`src/rtl/dllph_pkg.sv`:
```
package dllph_pkg;
  localparam int CFG_W       = 32;
  localparam int LOOP_EN_BIT = 16;
  localparam int RECOV_BIT   = 17;
  localparam int CKOUT_BIT   = 18;
  localparam int EXTSEL_BIT  = 19;
  localparam int SEL_LSB     = 20;
  localparam int SEL_W       = 4;

  typedef enum logic [2:0] {
    ST_IDLE  = 3'd0,
    ST_PARK  = 3'd1,
    ST_WOFF  = 3'd2,
    ST_SEL   = 3'd3,
    ST_ARM   = 3'd4,
    ST_WON   = 3'd5,
    ST_REL   = 3'd6,
    ST_FIN   = 3'd7
  } seq_state_e;

  function automatic logic [SEL_W-1:0] to_gray(input logic [SEL_W-1:0] b);
    return b ^ (b >> 1);
  endfunction
endpackage

```
`src/rtl/dllph_tick.sv`:
```
module dllph_tick #(
  parameter int DIV = 100
) (
  input  logic clk,
  input  logic rst_n,
  input  logic run_i,
  output logic tick_o
);
  generate
    if (DIV <= 1) begin : g_direct
      assign tick_o = run_i;
    end else begin : g_count
      localparam int CW = $clog2(DIV);
      localparam logic [CW-1:0] LAST = CW'(DIV - 1);
      logic [CW-1:0] cnt_q, cnt_d;
      logic          wrap;

      assign wrap   = (cnt_q == LAST);
      assign tick_o = run_i && wrap;

      always_comb begin
        cnt_d = cnt_q;
        if (!run_i)     cnt_d = '0;
        else if (wrap)  cnt_d = '0;
        else            cnt_d = cnt_q + 1'b1;
      end

      always_ff @(posedge clk or negedge rst_n) begin
        if (!rst_n) cnt_q <= '0;
        else        cnt_q <= cnt_d;
      end
    end
  endgenerate
endmodule

```
`src/rtl/dllph_poll.sv`:
```
module dllph_poll #(
  parameter int LIMIT = 50
) (
  input  logic clk,
  input  logic rst_n,
  input  logic run_i,
  input  logic tick_i,
  input  logic sts_i,
  input  logic target_i,
  output logic match_o,
  output logic expire_o
);
  localparam int NW = $clog2(LIMIT + 1);
  localparam logic [NW-1:0] LAST = NW'(LIMIT - 1);

  logic [NW-1:0] miss_q, miss_d;
  logic          hit;

  assign hit      = (sts_i == target_i);
  assign match_o  = run_i && tick_i && hit;
  assign expire_o = run_i && tick_i && !hit && (miss_q == LAST);

  always_comb begin
    miss_d = miss_q;
    if (!run_i)             miss_d = '0;
    else if (tick_i && !hit) miss_d = miss_q + 1'b1;
  end

  always_ff @(posedge clk or negedge rst_n) begin
    if (!rst_n) miss_q <= '0;
    else        miss_q <= miss_d;
  end
endmodule

```
`src/rtl/dllph_rmw.sv`:
```
module dllph_rmw
  import dllph_pkg::*;
(
  input  seq_state_e        state_i,
  input  logic [CFG_W-1:0]  rdata_i,
  input  logic [SEL_W-1:0]  phase_i,
  output logic              we_o,
  output logic [CFG_W-1:0]  wdata_o
);
  logic [SEL_W-1:0] code;
  logic [CFG_W-1:0] sel_word;

  assign code = to_gray(phase_i);

  genvar g;
  generate
    for (g = 0; g < CFG_W; g++) begin : g_bit
      if (g >= SEL_LSB && g < SEL_LSB + SEL_W) begin : g_fld
        assign sel_word[g] = code[g - SEL_LSB];
      end else begin : g_keep
        assign sel_word[g] = rdata_i[g];
      end
    end
  endgenerate

  always_comb begin
    we_o    = 1'b0;
    wdata_o = rdata_i;
    unique case (state_i)
      ST_PARK: begin
        we_o    = 1'b1;
        wdata_o = rdata_i;
        wdata_o[RECOV_BIT]   = 1'b0;
        wdata_o[CKOUT_BIT]   = 1'b0;
        wdata_o[LOOP_EN_BIT] = 1'b1;
        wdata_o[EXTSEL_BIT]  = 1'b1;
      end
      ST_SEL: begin
        we_o    = 1'b1;
        wdata_o = sel_word;
      end
      ST_ARM: begin
        we_o    = 1'b1;
        wdata_o = rdata_i;
        wdata_o[CKOUT_BIT] = 1'b1;
      end
      ST_REL: begin
        we_o    = 1'b1;
        wdata_o = rdata_i;
        wdata_o[RECOV_BIT]  = 1'b1;
        wdata_o[EXTSEL_BIT] = 1'b0;
      end
      default: begin
        we_o    = 1'b0;
        wdata_o = rdata_i;
      end
    endcase
  end
endmodule

```
`src/rtl/dllph_seq.sv`:
```
module dllph_seq
  import dllph_pkg::*;
#(
  parameter int CLK_HZ     = 100_000_000,
  parameter int POLL_LIMIT = 50
) (
  input  logic        clk,
  input  logic        rst_n,
  input  logic        start_i,
  input  logic [3:0]  phase_i,
  input  logic [31:0] cfg_rdata_i,
  input  logic        ckout_sts_i,
  output logic        cfg_we_o,
  output logic [31:0] cfg_wdata_o,
  output logic        busy_o,
  output logic        done_o,
  output logic        err_o
);
  localparam int TICK_DIV = CLK_HZ / 1_000_000;

  seq_state_e       state_q, state_d;
  logic [SEL_W-1:0] phase_q, phase_d;
  logic             err_q, err_d;
  logic             waiting, want_on, tick, match, expire, accept;

  assign waiting = (state_q == ST_WOFF) || (state_q == ST_WON);
  assign want_on = (state_q == ST_WON);
  assign accept  = (state_q == ST_IDLE) && start_i;

  dllph_tick #(.DIV(TICK_DIV)) u_tick (
    .clk    (clk),
    .rst_n  (rst_n),
    .run_i  (waiting),
    .tick_o (tick)
  );

  dllph_poll #(.LIMIT(POLL_LIMIT)) u_poll (
    .clk      (clk),
    .rst_n    (rst_n),
    .run_i    (waiting),
    .tick_i   (tick),
    .sts_i    (ckout_sts_i),
    .target_i (want_on),
    .match_o  (match),
    .expire_o (expire)
  );

  dllph_rmw u_rmw (
    .state_i (state_q),
    .rdata_i (cfg_rdata_i),
    .phase_i (phase_q),
    .we_o    (cfg_we_o),
    .wdata_o (cfg_wdata_o)
  );

  always_comb begin
    state_d = state_q;
    phase_d = phase_q;
    err_d   = err_q;
    unique case (state_q)
      ST_IDLE: if (accept) begin
        state_d = ST_PARK;
        phase_d = phase_i;
        err_d   = 1'b0;
      end
      ST_PARK: state_d = ST_WOFF;
      ST_WOFF: begin
        if (match)       state_d = ST_SEL;
        else if (expire) begin
          state_d = ST_IDLE;
          err_d   = 1'b1;
        end
      end
      ST_SEL:  state_d = ST_ARM;
      ST_ARM:  state_d = ST_WON;
      ST_WON: begin
        if (match)       state_d = ST_REL;
        else if (expire) begin
          state_d = ST_IDLE;
          err_d   = 1'b1;
        end
      end
      ST_REL:  state_d = ST_FIN;
      ST_FIN:  state_d = ST_IDLE;
      default: state_d = ST_IDLE;
    endcase
  end

  always_ff @(posedge clk or negedge rst_n) begin
    if (!rst_n) begin
      state_q <= ST_IDLE;
      phase_q <= '0;
      err_q   <= 1'b0;
    end else begin
      state_q <= state_d;
      if (accept) phase_q <= phase_d;
      err_q   <= err_d;
    end
  end

  assign busy_o = (state_q != ST_IDLE);
  assign done_o = (state_q == ST_FIN);
  assign err_o  = err_q;
endmodule

```
`config.mk`:
```
export PLATFORM = sky130hd
export DESIGN_NAME = dllph_seq
export DESIGN_NICKNAME = d
export VERILOG_FILES = /design/src/rtl/dllph_pkg.sv /design/src/rtl/dllph_tick.sv /design/src/rtl/dllph_poll.sv /design/src/rtl/dllph_rmw.sv /design/src/rtl/dllph_seq.sv
export SDC_FILE = /design/constraint.sdc
export NUM_CORES = 1
export LEC_CHECK = 0
export BUFFER_PORTS_ARGS = -buffer_cell sky130_fd_sc_hd__buf_2
export CORE_MARGIN = 3
export CORE_UTILIZATION = 49
export CTS_CLUSTER_SIZE = 28
export DETAILED_ROUTE_END_ITERATION = 12
export PLACE_DENSITY = 0.9
export SETUP_SLACK_MARGIN = 0.4
export SLEW_MARGIN = 0
export SYNTH_ARGS = -nofsm -noshare
export SYNTH_HDL_FRONTEND = slang
export SYNTH_HIERARCHICAL = 1
export SYNTH_SLANG_ARGS = --single-unit
```
`constraint.sdc`:
```
create_clock -name clk -period 6.35 [get_ports clk]
set_input_delay 1.27 -clock clk [delete_from_list [all_inputs] [get_ports clk]]
set_output_delay 1.27 -clock clk [all_outputs]
set_load 0.005 [all_outputs]
```
After elaboration in Yosys (flattened, before gate mapping)
Cells that the tools add are included.

word-level totals
  register bits = 21
  input bits = 40
  output and inout bits = 36
  word-level logic and storage cells = 53

cells by class
  add/sub/neg operators = 2
  equality and inequality tests = 14
  muxes and demuxes = 15
  bitwise operators = 1
  reductions and logical operators = 16

operators by type and width
  cell                                            count
  one-hot mux 24 bit (4 select lines)             1
  one-hot mux 3 bit (8 select lines)              1
  two-way mux 7 bit                               2
  == test 3 bit (second input constant)           4
  two-way mux 3 bit                               4
  two-way mux 6 bit                               2
  adder 7 x 1 -> 7 bit (second input constant)    1
  == test 7 bit (second input constant)           1
  logical AND 1 bit                               7
  adder 6 x 1 -> 6 bit (second input constant)    1
  == test 3 x 2 -> 1 bit (second input constant)  2
  == test 6 bit (second input constant)           1
  != test 2 bit (second input constant)           3
  two-way mux 1 bit                               4
  AND reduction 4 bit                             1
  OR reduction 4 bit                              1
  XOR 4 x 3 -> 4 bit                              1
  == test 3 x 1 -> 1 bit (second input constant)  1
  logical NOT 3 bit                               1
  nonzero test 3 bit                              1
  != test 2 x 1 -> 1 bit (second input constant)  1
  one-hot mux 1 bit (2 select lines)              1
  AND reduction 2 bit                             1
  nonzero test 2 bit                              1
  4 further kinds                                 4

Longest topological paths before layout
Gate-level depths: netlist of run 1.

  depth in word-level cells = 9
  gate-level depth with buffers = 11
  gate-level depth less buffers = 10

Hierarchy
The synthesis of run 1 kept the hierarchy.

by module, submodules not included
  module      instances  cells each  area each (sq um)  sequential area each (sq um)
  dllph_seq   1          40          432.9              200.2
  dllph_poll  1          40          357.8              150.1
  dllph_rmw   1          50          344.1              0.0
  dllph_tick  1          32          330.3              175.2

Worst setup path before layout of run 1
OpenSTA, ideal clock, no wires.

  path kind = input-to-output
  start = in cfg_rdata_i[23]
  end = out cfg_wdata_o[23]
  arrival = 1514 ps
  required time = 5080 ps
  slack = 3566 ps
  stages on the path = 1
  path buffers = 0
  path through = mux2_4

between the ends
  longest elaborated chain between the ends = 1

RTL lines
  item                                 line             text
  start, declared                      dllph_seq.sv:11  input logic [31:0] cfg_rdata_i,
  one-hot mux 24 bit (4 select lines)  dllph_rmw.sv:29  unique case (state_i)
  end, declared                        dllph_seq.sv:14  output logic [31:0] cfg_wdata_o,

Every way passes these cells.

Worst setup path after layout of run 1
  start = reg state_q[2]
  end = reg state_q[2]

between the ends
  longest elaborated chain between the ends = 9
  elaborated cells on any way between the ends = 22
  classes of those cells = 9 x eq/ne; 4 x mux; 9 x reduce/logical

RTL lines
  item                                         line                              text
  start, declared                              dllph_seq.sv:21                   seq_state_e state_q, state_d;
  start signal, assigned                       dllph_seq.sv:95                   state_q <= state_d;
  == test 3 bit *                              dllph_seq.sv:27                   assign want_on = (state_q == ST_WON);
  named net want_on                            dllph_seq.sv:24                   logic waiting, want_on, tick, match, expire, accept;
  logical OR 1 bit *                           dllph_seq.sv:26                   assign waiting = (state_q == ST_WOFF) || (state_q == ST_WON);
  logical AND 1 bit *                          dllph_tick.sv:19                  assign tick_o = run_i && wrap;
  named net tick                               dllph_seq.sv:24
  logical AND 1 bit * (3 in a row)             dllph_poll.sv:21                  assign expire_o = run_i && tick_i && !hit && (miss_q == LAST);
  named net expire                             dllph_seq.sv:24
  two-way mux 3 bit *                          n/a
  two-way mux 3 bit, on equally long branches  dllph_seq.sv:77, dllph_seq.sv:68
  one-hot mux 3 bit (8 select lines) *         dllph_seq.sv:60                   unique case (state_q)

Mark *: on every way through the listed nets, which the timed path passes. The rest lies on a longest branch.
A chain may end at the register's enable or synchronous reset.

==> results.txt, run 1 <==
status -> finished clean
worst setup margin -> 3280 ps
Least-Margin Pin Slew -> 826 ps
drt total wl -> 2520 µm
RSZ-0062 raised after global routing -> false
Slew HR -> 0.445
hold buffers post-CTS -> 0
CTS buffer count -> 3
Setup Viol. Count Final -> 0
Sum Neg Setup Slack -> 0 ps
Yosys warning count -> 6
Synth Flop Type -> dfrtp_1
clock root buffer -> clkbuf_4
Flop pwr share -> 0.456
Area Growth Syn to Fin -> -0.512%
CTS Sinks -> 21
Crit. End Element -> register
Via-to-Cell Ratio -> 5.58
Req. time, crit path -> 6560 ps
GRT overflow -> 0
I/O pin count -> 76
vias in the first global route -> 920
pwr dens -> 331 nW/µm²
worst path cell trace -> nand2_1 > nor2_1 > a21o_1 > inv_1 > nor3_1 > nand2b_1 > nor4_1 > nor2b_1 > o21ai_0 > a21o_1
CTS tree -> yes
net switching power -> 199 µW
first-pass GRT wire length -> 3860 µm
nets@finish -> 209
Post CTS Setup Buffer Count -> 0
cell leakage power -> 0.000657 µW
post-CTS resize count -> 0
Reg clk slew, reported paths -> 120 ps
Die H -> 60.7 µm
Net Sw Frac -> 0.414
largest net degree at the start of global routing -> 22
Die X -> 60.7 µm
CP arrival -> 3270 ps
number of flops mapped to enable cells by yosys -> 0
Worst Skew -> 5.89 ps
DR WL/cell -> 12.9 µm
total number of vias -> 1093
diode count -> 0
Hold Path Class -> register to register
Final period util -> 0.483
DP HPWL -> 1860 µm
leading area contributor after synthesis -> dfrtp_1
Slew Limit Fails -> 0
Worst path slowest cell -> dfrtp_1
Comb power frac -> 0.413
CP Launch Type -> register
Clk Latency, worst-skew pair -> 300 ps
die area -> 3680 µm²
worst slack at placement -> 3330 ps
GPL Wtd Cong -> 0.883
Synth cell types -> 35
post-synthesis sequential area ratio -> 0.359
Design Area, Final -> 1460 µm²
Max-Cap Viols -> 0
critical path class -> register to register
share of the synthesized area in the top cell type -> 0.359
drt drc -> 0
placed instance area -> 1430 µm²
commonest cells in the netlist -> 25 x buf_4, 21 x dfrtp_1, 14 x nand2_1
number of synthesized register bits -> 21
Crit Path Max Fanout -> 17
gr usage total -> 0.138
PortBufs -> 27
Synth Instances -> 162
Final Hold Viols -> 0
H-tree Lvls -> 1
share of cells above drive strength 1 -> 0.224
ys async rst share -> 1.00
Post-DRT Antenna Nets -> 0
Starting Density -> 0.522
Initial DRT Pass Iterations -> 4
Int Pwr -> 283 µW
Max clock buf depth -> 2
syn_nets -> 205
top cells by area, synth -> dfrtp_1 36%, buf_4 13%, a21oi_1 4.4%
VDD IR-drop max -> 0.0903 mV
Worst path most repeated cell -> a21o_1
Starting DRT DRC Count -> 67
min Tclk post-route -> 3070 ps
core area -> 2810 µm²
initial antenna violation count -> 0
f_max -> 0.326 GHz
Fillers -> 256
Syn Area/Cell -> 9.04 µm²
Clk network pwr share -> 0.130
max incr delay on CP -> 720 ps
mapped cell area -> 1470 µm²
count leader, synth -> buf_4
row count -> 19
-- critical path: cells and delay by family (launching register included) --
kind | cells | cell delay [ps]
AO/OA/AOI/OAI | 3 | 530
buffers and inverters | 1 | 80
AND/OR/NAND/NOR | 6 | 1640
flip-flops | 1 | 720
-- cell type report --
type / instances / area, µm² / share of cell area
flip-flops and latches: 21 / 526 / 0.361
inverters: 8 / 30.0 / 0.0206
clock buffers: 3 / 22.5 / 0.0155
multi-input cells: 105 / 701 / 0.481
repair buffers: 27 / 135 / 0.0927
clock inverters: 1 / 5.00 / 0.00343
well taps: 31 / 38.8 / 0.0266
-- flip-flops by register name, indices dropped and copies added, names as in the netlist --
name,count
state_q,3
err_o,1
phase_q,4
u_poll/miss_q,6
u_tick/g_count.cnt_q,7
-- power by group through the flow --
stage / registers [µW] / clock network, µW / logic [µW]
global route: 228 / 71.6 / 224
floorplan: 197 / 0 / 188
global placement: 222 / 0 / 195
finish: 220 / 62.9 / 199
CTS: 220 / 68.1 / 200
detailed placement: 223 / 0 / 199
-- kinds of logic (layout without fill, tap and decap cells) --
logic type,count (synthesis),after routing,synth area share
buf+inv,36,39,0.163
simple gates,53,53,0.213
flops,21,21,0.359
mux,5,5,0.0410
compound gates,36,36,0.151
xor+xnor,8,8,0.0478
fa+ha+maj,3,3,0.0256
-- path summary, 6_finish.rpt --
| kind | startpoint | end | slack [ps] | depth (start not counted) |
|---|---|---|---|---|
| max reg2reg | state_q[2] | state_q[2] | 3280 | 10 |
| min | u_tick/g_count.cnt_q[0] | u_tick/g_count.cnt_q[0] | 490 | 1 |
| max | state_q[2] | state_q[2] | 3280 | 10 |
| min in group asynchronous | rst_n | state_q[2] | 900 | 1 |
| max in group asynchronous | rst_n | u_poll/miss_q[1] | 5140 | 1 |
| min reg2reg | u_tick/g_count.cnt_q[0] | u_tick/g_count.cnt_q[0] | 490 | 1 |
-- per-stage QoR --
stage / utilization / hold WS [ps] / cells / power, µW
final: 0.520 / 491 / 196 / 482
after global routing: 0.520 / 520 / 196 / 524
after CTS: 0.520 / 493 / 196 / 489
after detailed placement: 0.510 / 475 / 192 / 422
after global placement: 0.510 / 474 / 192 / 417
after floorplan: - / 450 / 162 / 385
-- cells in the final DEF (no fill, tap or decap), types with 2 or more instances in the layout --
cell / instances
buf_2: 27
dfrtp_1: 21
nand2_1: 14
a21oi_1: 13
nor2_1: 10
o21ai_0: 10
inv_1: 8
or3_1: 5
nand2b_1: 5
xnor2_1: 5
mux2_1: 4
o31ai_1: 4
clkbuf_4: 3
or4_1: 3
ha_1: 3
xor2_1: 3
nand3_1: 3
and3_1: 2
a21o_1: 2
nor2b_1: 2
o22ai_1: 2
o21a_1: 2
nand4_1: 2
-- per-layer routing --
metal / GRT usage / share of wire
met1: 0.166 / 0.43
met2: 0.224 / 0.47
met3: 0.0426 / 0.086
met5: 0 / 0
met4: 0.0650 / 0.012
Note: power is estimated with default switching activity, not from simulation.
==> run 2: changes to the inputs <==
--- a/config.mk
+++ b/config.mk
@@ -5,12 +5,13 @@
 export SDC_FILE = /design/constraint.sdc
 export NUM_CORES = 1
 export LEC_CHECK = 0
+export ABC_AREA = 1
 export BUFFER_PORTS_ARGS = -buffer_cell sky130_fd_sc_hd__buf_2
 export CORE_MARGIN = 3
-export CORE_UTILIZATION = 49
+export CORE_UTILIZATION = 46
 export CTS_CLUSTER_SIZE = 28
 export DETAILED_ROUTE_END_ITERATION = 12
-export PLACE_DENSITY = 0.9
+export PLACE_DENSITY = 0.84
 export SETUP_SLACK_MARGIN = 0.4
 export SLEW_MARGIN = 0
 export SYNTH_ARGS = -nofsm -noshare
==> constraint.sdc (replaced) <==
create_clock -name clk -period 3.1 [get_ports clk]
set_input_delay 0.62 -clock clk [delete_from_list [all_inputs] [get_ports clk]]
set_output_delay 0.62 -clock clk [all_outputs]
set_load 0.005 [all_outputs]
==> run 2 against run 1 <==
Compared with the run above:
- final cell count is 45% higher
- critical endpoint is now state_q[1]
- first-iteration DRC count is 7.5% lower
- sequential cell count stayed put
- count of clock-buffer cells in the layout unchanged
- clock power rose by 110%
- clock skew is 2.0 ps higher
- design area is 10% higher
- critical path type unchanged
- combinational power up 140%
- sequential power up 85%
- power grew 110%
==> results.txt, run 2 <==
status -> finished clean
most common cell after layout, fill and taps aside -> nand2_1
row count -> 20
Starting Density -> 0.497
placed cell count -> 281
CTS Sinks -> 21
Req. time, crit path -> 3310 ps
critical path class -> register to register
Final period util -> 0.745
mapped cell area -> 1570 µm²
top flop regs -> u_tick/g_count.cnt_q x7, u_poll/miss_q x6, phase_q x4
largest family of logic cells by synthesized area -> simple AND/OR/NAND/NOR gates
Reg clk slew, reported paths -> 120 ps
PortBufs -> 27
Synth Area in Simple Gates -> 0.326
xor and xnor area share after synthesis -> 0.0224
drt total wl -> 2870 µm
Starting DRT DRC Count -> 62
Post-DRT Antenna Nets -> 0
number of synthesized register bits -> 21
leading area contributor after synthesis -> dfrtp_1
clock root buffer -> clkbuf_4
Synth Flop Type -> dfrtp_1
Setup Viol. Count Final -> 0
number of flops mapped to enable cells by yosys -> 0
CTS buffer count -> 3
count leader, synth -> nand2_1
drt drc -> 0
min Tclk post-route -> 2310 ps
DP HPWL -> 2270 µm
Clk Latency, worst-skew pair -> 310 ps
I/O pin count -> 76
first-pass GRT wire length -> 5230 µm
Via-to-Cell Ratio -> 4.62
diode count -> 0
Initial DRT Pass Iterations -> 4
vias in the first global route -> 1297
commonest cells in the netlist -> 68 x nand2_1, 41 x inv_1, 24 x buf_4
Die X -> 64.4 µm
mux cell area share after synthesis -> 0
CP Launch Type -> register
cell leakage power -> 0.000908 µW
ys async rst share -> 1.00
H-tree Lvls -> 1
Least-Margin Pin Slew -> 465 ps
CTS tree -> yes
Area Growth Syn to Fin -> 2.72%
initial antenna violation count -> 0
pwr dens -> 640 nW/µm²
Largest Register -> u_tick/g_count.cnt_q
Synth Area in Adders -> 0.0240
nets@finish -> 285
post-synthesis sequential area ratio -> 0.335
Die H -> 64.4 µm
most frequent cells in the layout -> 68 x nand2_1, 41 x inv_1, 27 x buf_2
max reg flops -> 7
total number of vias -> 1316
RSZ-0062 raised after global routing -> false
share of cells above drive strength 1 -> 0.199
Synth cell types -> 22
Final Hold Viols -> 0
Crit Path Max Fanout -> 11
die area -> 4140 µm²
Slew HR -> 0.690
Worst Skew -> 7.88 ps
Sum Neg Setup Slack -> 0 ps
Design Area, Final -> 1610 µm²
DR WL/cell -> 10.1 µm
CP arrival -> 2520 ps
core area -> 3150 µm²
f_max -> 0.433 GHz
top cells by area, synth -> dfrtp_1 34%, nand2_1 16%, buf_4 12%
largest net degree at the start of global routing -> 22
placed instance area -> 1580 µm²
final non-filler cell total -> 285
Yosys warning count -> 6
Post CTS Setup Buffer Count -> 0
gr usage total -> 0.155
Max clock buf depth -> 2
GPL Wtd Cong -> 0.840
syn_nets -> 277
Fillers -> 332
share of the synthesized area in the top cell type -> 0.335
Hold Path Class -> primary input to async pin
Crit. End Element -> register
Syn Area/Cell -> 6.69 µm²
Synth Instances -> 234
Slew Limit Fails -> 0
Max-Cap Viols -> 0
post-synthesis compound-gate area fraction -> 0.0743
GRT overflow -> 0
VDD IR-drop max -> 0.493 mV
==> run 2: worst max-delay path: stages (launching register included) <==
cell and delay (ps):
dfrtp_1 510, inv_1 160, nand2_1 60, nand2_1 60, nand2_1 80, inv_1 200
inv_1 130, nor2_1 190, nand3_1 150, nor3_2 220, inv_1 80, nor2_1 130
nor2_1 60, o21bai_1 110, nand2_1 60
==> run 2: kinds of logic after synthesis <==
family,after synthesis
and+or+nand+nor,119
DFF,21
adders and majority gates,3
AOI/OAI and AO/OA,20
buffers and inverters,67
xor gates and xnor gates,4
==> run 2: metrics by stage <==
stage	util	hold slack [ps]	worst slack, ps	total power [µW]
after floorplan	-	324	1050	780
after global placement	0.500	490	883	882
after global routing	0.510	247	453	1150
after detailed placement	0.500	491	752	897
final	0.510	237	791	1030
after CTS	0.509	240	715	1040
==> run 2: what timing repair did <==
item	CTS	global route
hold buffers	0	0
endpoints found under the setup margin	0	1
resized for setup	0	1
==> run 2: layer usage <==
layer  vias up  routed length, µm  track usage
li1        697                  -            -
met1       580               1270        0.184
met2        37               1410        0.271
met3         2                168       0.0457
met4         0                 15       0.0422
met5         -                  0            0
==> run 2: path summary, 6_finish.rpt <==
| kind | from | endpoint | slack [ps] | depth (start not counted) |
|---|---|---|---|---|
| hold / removal | rst_n | u_poll/miss_q[2] | 240 | 1 |
| setup reg to reg | state_q[1] | state_q[1] | 790 | 14 |
| min in group clk | u_tick/g_count.cnt_q[0] | u_tick/g_count.cnt_q[0] | 510 | 1 |
| hold reg to reg | u_tick/g_count.cnt_q[0] | u_tick/g_count.cnt_q[0] | 510 | 1 |
| max in group asynchronous | rst_n | err_o | 2540 | 1 |
| setup / recovery | state_q[1] | state_q[1] | 790 | 14 |
==> run 2: power by group <==
group / leakage (µW) / internal, µW / switching (µW)
clock: 0.0000177 / 48.3 / 87.2
combinational: 0.000611 / 178 / 309
sequential: 0.000279 / 329 / 78.6
==> run 2: cell type report <==
class | count | area, µm² | area share
multi-input combinational | 146 | 704 | 0.438
sequential | 21 | 526 | 0.327
inverter | 43 | 161 | 0.100
timing repair buffer | 27 | 135 | 0.0840
tap | 44 | 55.1 | 0.0342
clock buffer | 3 | 22.5 | 0.0140
clock inverter | 1 | 5.00 | 0.00311
==> run 3: changes to the inputs <==
--- a/config.mk
+++ b/config.mk
@@ -5,10 +5,10 @@
 export SDC_FILE = /design/constraint.sdc
 export NUM_CORES = 1
 export LEC_CHECK = 0
-export ABC_AREA = 1
+export ABC_AREA = 0
 export BUFFER_PORTS_ARGS = -buffer_cell sky130_fd_sc_hd__buf_2
 export CORE_MARGIN = 3
-export CORE_UTILIZATION = 46
+export CORE_UTILIZATION = 45
 export CTS_CLUSTER_SIZE = 28
 export DETAILED_ROUTE_END_ITERATION = 12
 export PLACE_DENSITY = 0.84
==> constraint.sdc (replaced) <==
create_clock -name clk -period 2.4 [get_ports clk]
set_input_delay 0.48 -clock clk [delete_from_list [all_inputs] [get_ports clk]]
set_output_delay 0.48 -clock clk [all_outputs]
set_load 0.005 [all_outputs]
==> run 3 against run 2 <==
Compared with the run above:
- utilization up 1.9 points
- hold slack got worse by 140 ps
- register-to-register slack worse by 430 ps
- critical path type unchanged
==> results.txt, run 3 (synthesized netlist as in run 1, its figures left out) <==
status -> finished clean
GPL Wtd Cong -> 0.887
Tot Pwr -> 1430 µW
Slew HR -> 0.687
Final period util -> 0.850
pwr dens -> 880 nW/µm²
Max-Cap Viols -> 0
largest net degree at the start of global routing -> 22
CTS buffer count -> 3
hold buffers post-CTS -> 0
placed cell count -> 210
Die H -> 63.1 µm
Reg clk slew, reported paths -> 120 ps
Worst Skew -> 8.38 ps
final non-filler cell total -> 222
Crit Path Max Fanout -> 5
VDD IR-drop max -> 0.220 mV
drt total wl -> 2620 µm
nets@finish -> 222
Post-DRT Antenna Nets -> 0
DP HPWL -> 1910 µm
Req. time, crit path -> 2610 ps
DR WL/cell -> 11.8 µm
drt drc -> 0
clock root buffer -> clkbuf_4
Via-to-Cell Ratio -> 5.11
Hold Path Class -> primary input to async pin
core area -> 3080 µm²
Final Hold Viols -> 0
cell leakage power -> 0.000733 µW
vias in the first global route -> 1106
max reg flops -> 7
CTS tree -> yes
Sum Neg Setup Slack -> 0 ps
die area -> 3980 µm²
Area Growth Syn to Fin -> 11.2%
GRT overflow -> 0
H-tree Lvls -> 1
Least-Margin Pin Slew -> 470 ps
Die X -> 63.1 µm
Crit. End Element -> register
PortBufs -> 27
f_max -> 0.490 GHz
Starting DRT DRC Count -> 32
Fillers -> 288
I/O pin count -> 76
gr usage total -> 0.145
Clk Latency, worst-skew pair -> 310 ps
CTS Sinks -> 21
CP Launch Type -> register
min Tclk post-route -> 2040 ps
Initial DRT Pass Iterations -> 4
total number of vias -> 1135
Core Util, Final -> 0.529
initial antenna violation count -> 0
row count -> 20
Setup Viol. Count Final -> 0
top flop regs -> u_tick/g_count.cnt_q x7, u_poll/miss_q x6, phase_q x4
first-pass GRT wire length -> 4780 µm
Max clock buf depth -> 2
WHS -> 99.9 ps
RSZ-0062 raised after global routing -> true
Largest Register -> u_tick/g_count.cnt_q
critical path class -> register to register
share of cells above drive strength 1 -> 0.320
CP arrival -> 2250 ps
most frequent cells in the layout -> 27 x buf_2, 19 x dfrtp_1, 14 x nand2_1
diode count -> 0
Starting Density -> 0.476
most common cell after layout, fill and taps aside -> buf_2
Slew Limit Fails -> 0
run 3: cell types whose count changed in the layout (fill, tap and decap cells not counted), sizes merged, moves of 7 or more:
cell / previous run / this run
a21oi: 6 / 13
buf: 27 / 40
inv: 43 / 8
nand2: 73 / 14
nand3: 14 / 3
nor2: 27 / 10
run 3: worst paths after layout:
check / start / to / slack, ps / depth (start not counted)
max: u_tick/g_count.cnt_q[2] / err_o / 360 / 7
min: rst_n / state_q[1] / 100 / 1
max reg2reg: u_tick/g_count.cnt_q[2] / err_o / 360 / 7
min reg2reg: u_tick/g_count.cnt_q[0] / u_tick/g_count.cnt_q[0] / 490 / 1
max in group asynchronous: rst_n / state_q[0] / 1960 / 1
min in group clk: phase_i[3] / phase_q[3] / 380 / 2
run 3: metal layers:
| metal | routed length (µm) | vias to the layer above | track usage |
|---|---|---|---|
| met5 | 0 | - | 0 |
| met4 | 27 | 0 | 0.0579 |
| met3 | 198 | 3 | 0.0321 |
| met2 | 1190 | 34 | 0.245 |
| met1 | 1210 | 529 | 0.177 |
| li1 | - | 569 | - |
run 3: critical path, stage by stage, from the launching register on:
cell	delay [ps]
dfrtp_1	400
or4b_4	560
nor3_4	160
buf_6	140
and3_4	210
nor4b_2	50
o21a_1	160
a221o_1	260
run 3: layout make-up:
class / count / area, µm² / share of cell area
clock buffers: 4 / 26.3 / 0.0161
inverters: 8 / 30.0 / 0.0184
multi-input cells: 105 / 742 / 0.455
flip-flops and latches: 21 / 528 / 0.324
well taps: 44 / 55.1 / 0.0338
repair buffers: 40 / 248 / 0.152
run 3: what timing repair did:
item | CTS | global route
resized for setup | 4 | 2
pin swaps | 2 | 0
cloned | 0 | 0
endpoints found under the setup margin | 9 | 11
setup buffers | 8 | 0
run 3: where the power goes:
part	switching (µW)	internal, µW	leakage (µW)
Sequential	68.5	428	0.000276
Clock	109	65.1	0.0000150
Combinational	397	366	0.000442
Total	575	859	0.000733
run 3: metrics by stage:
stage / setup slack [ps] / instance area (µm²)
global route: 252 / 1630
floorplan: 362 / 1500
global placement: 255 / 1510
finish: 359 / 1630
CTS: 394 / 1620
detailed placement: 179 / 1510
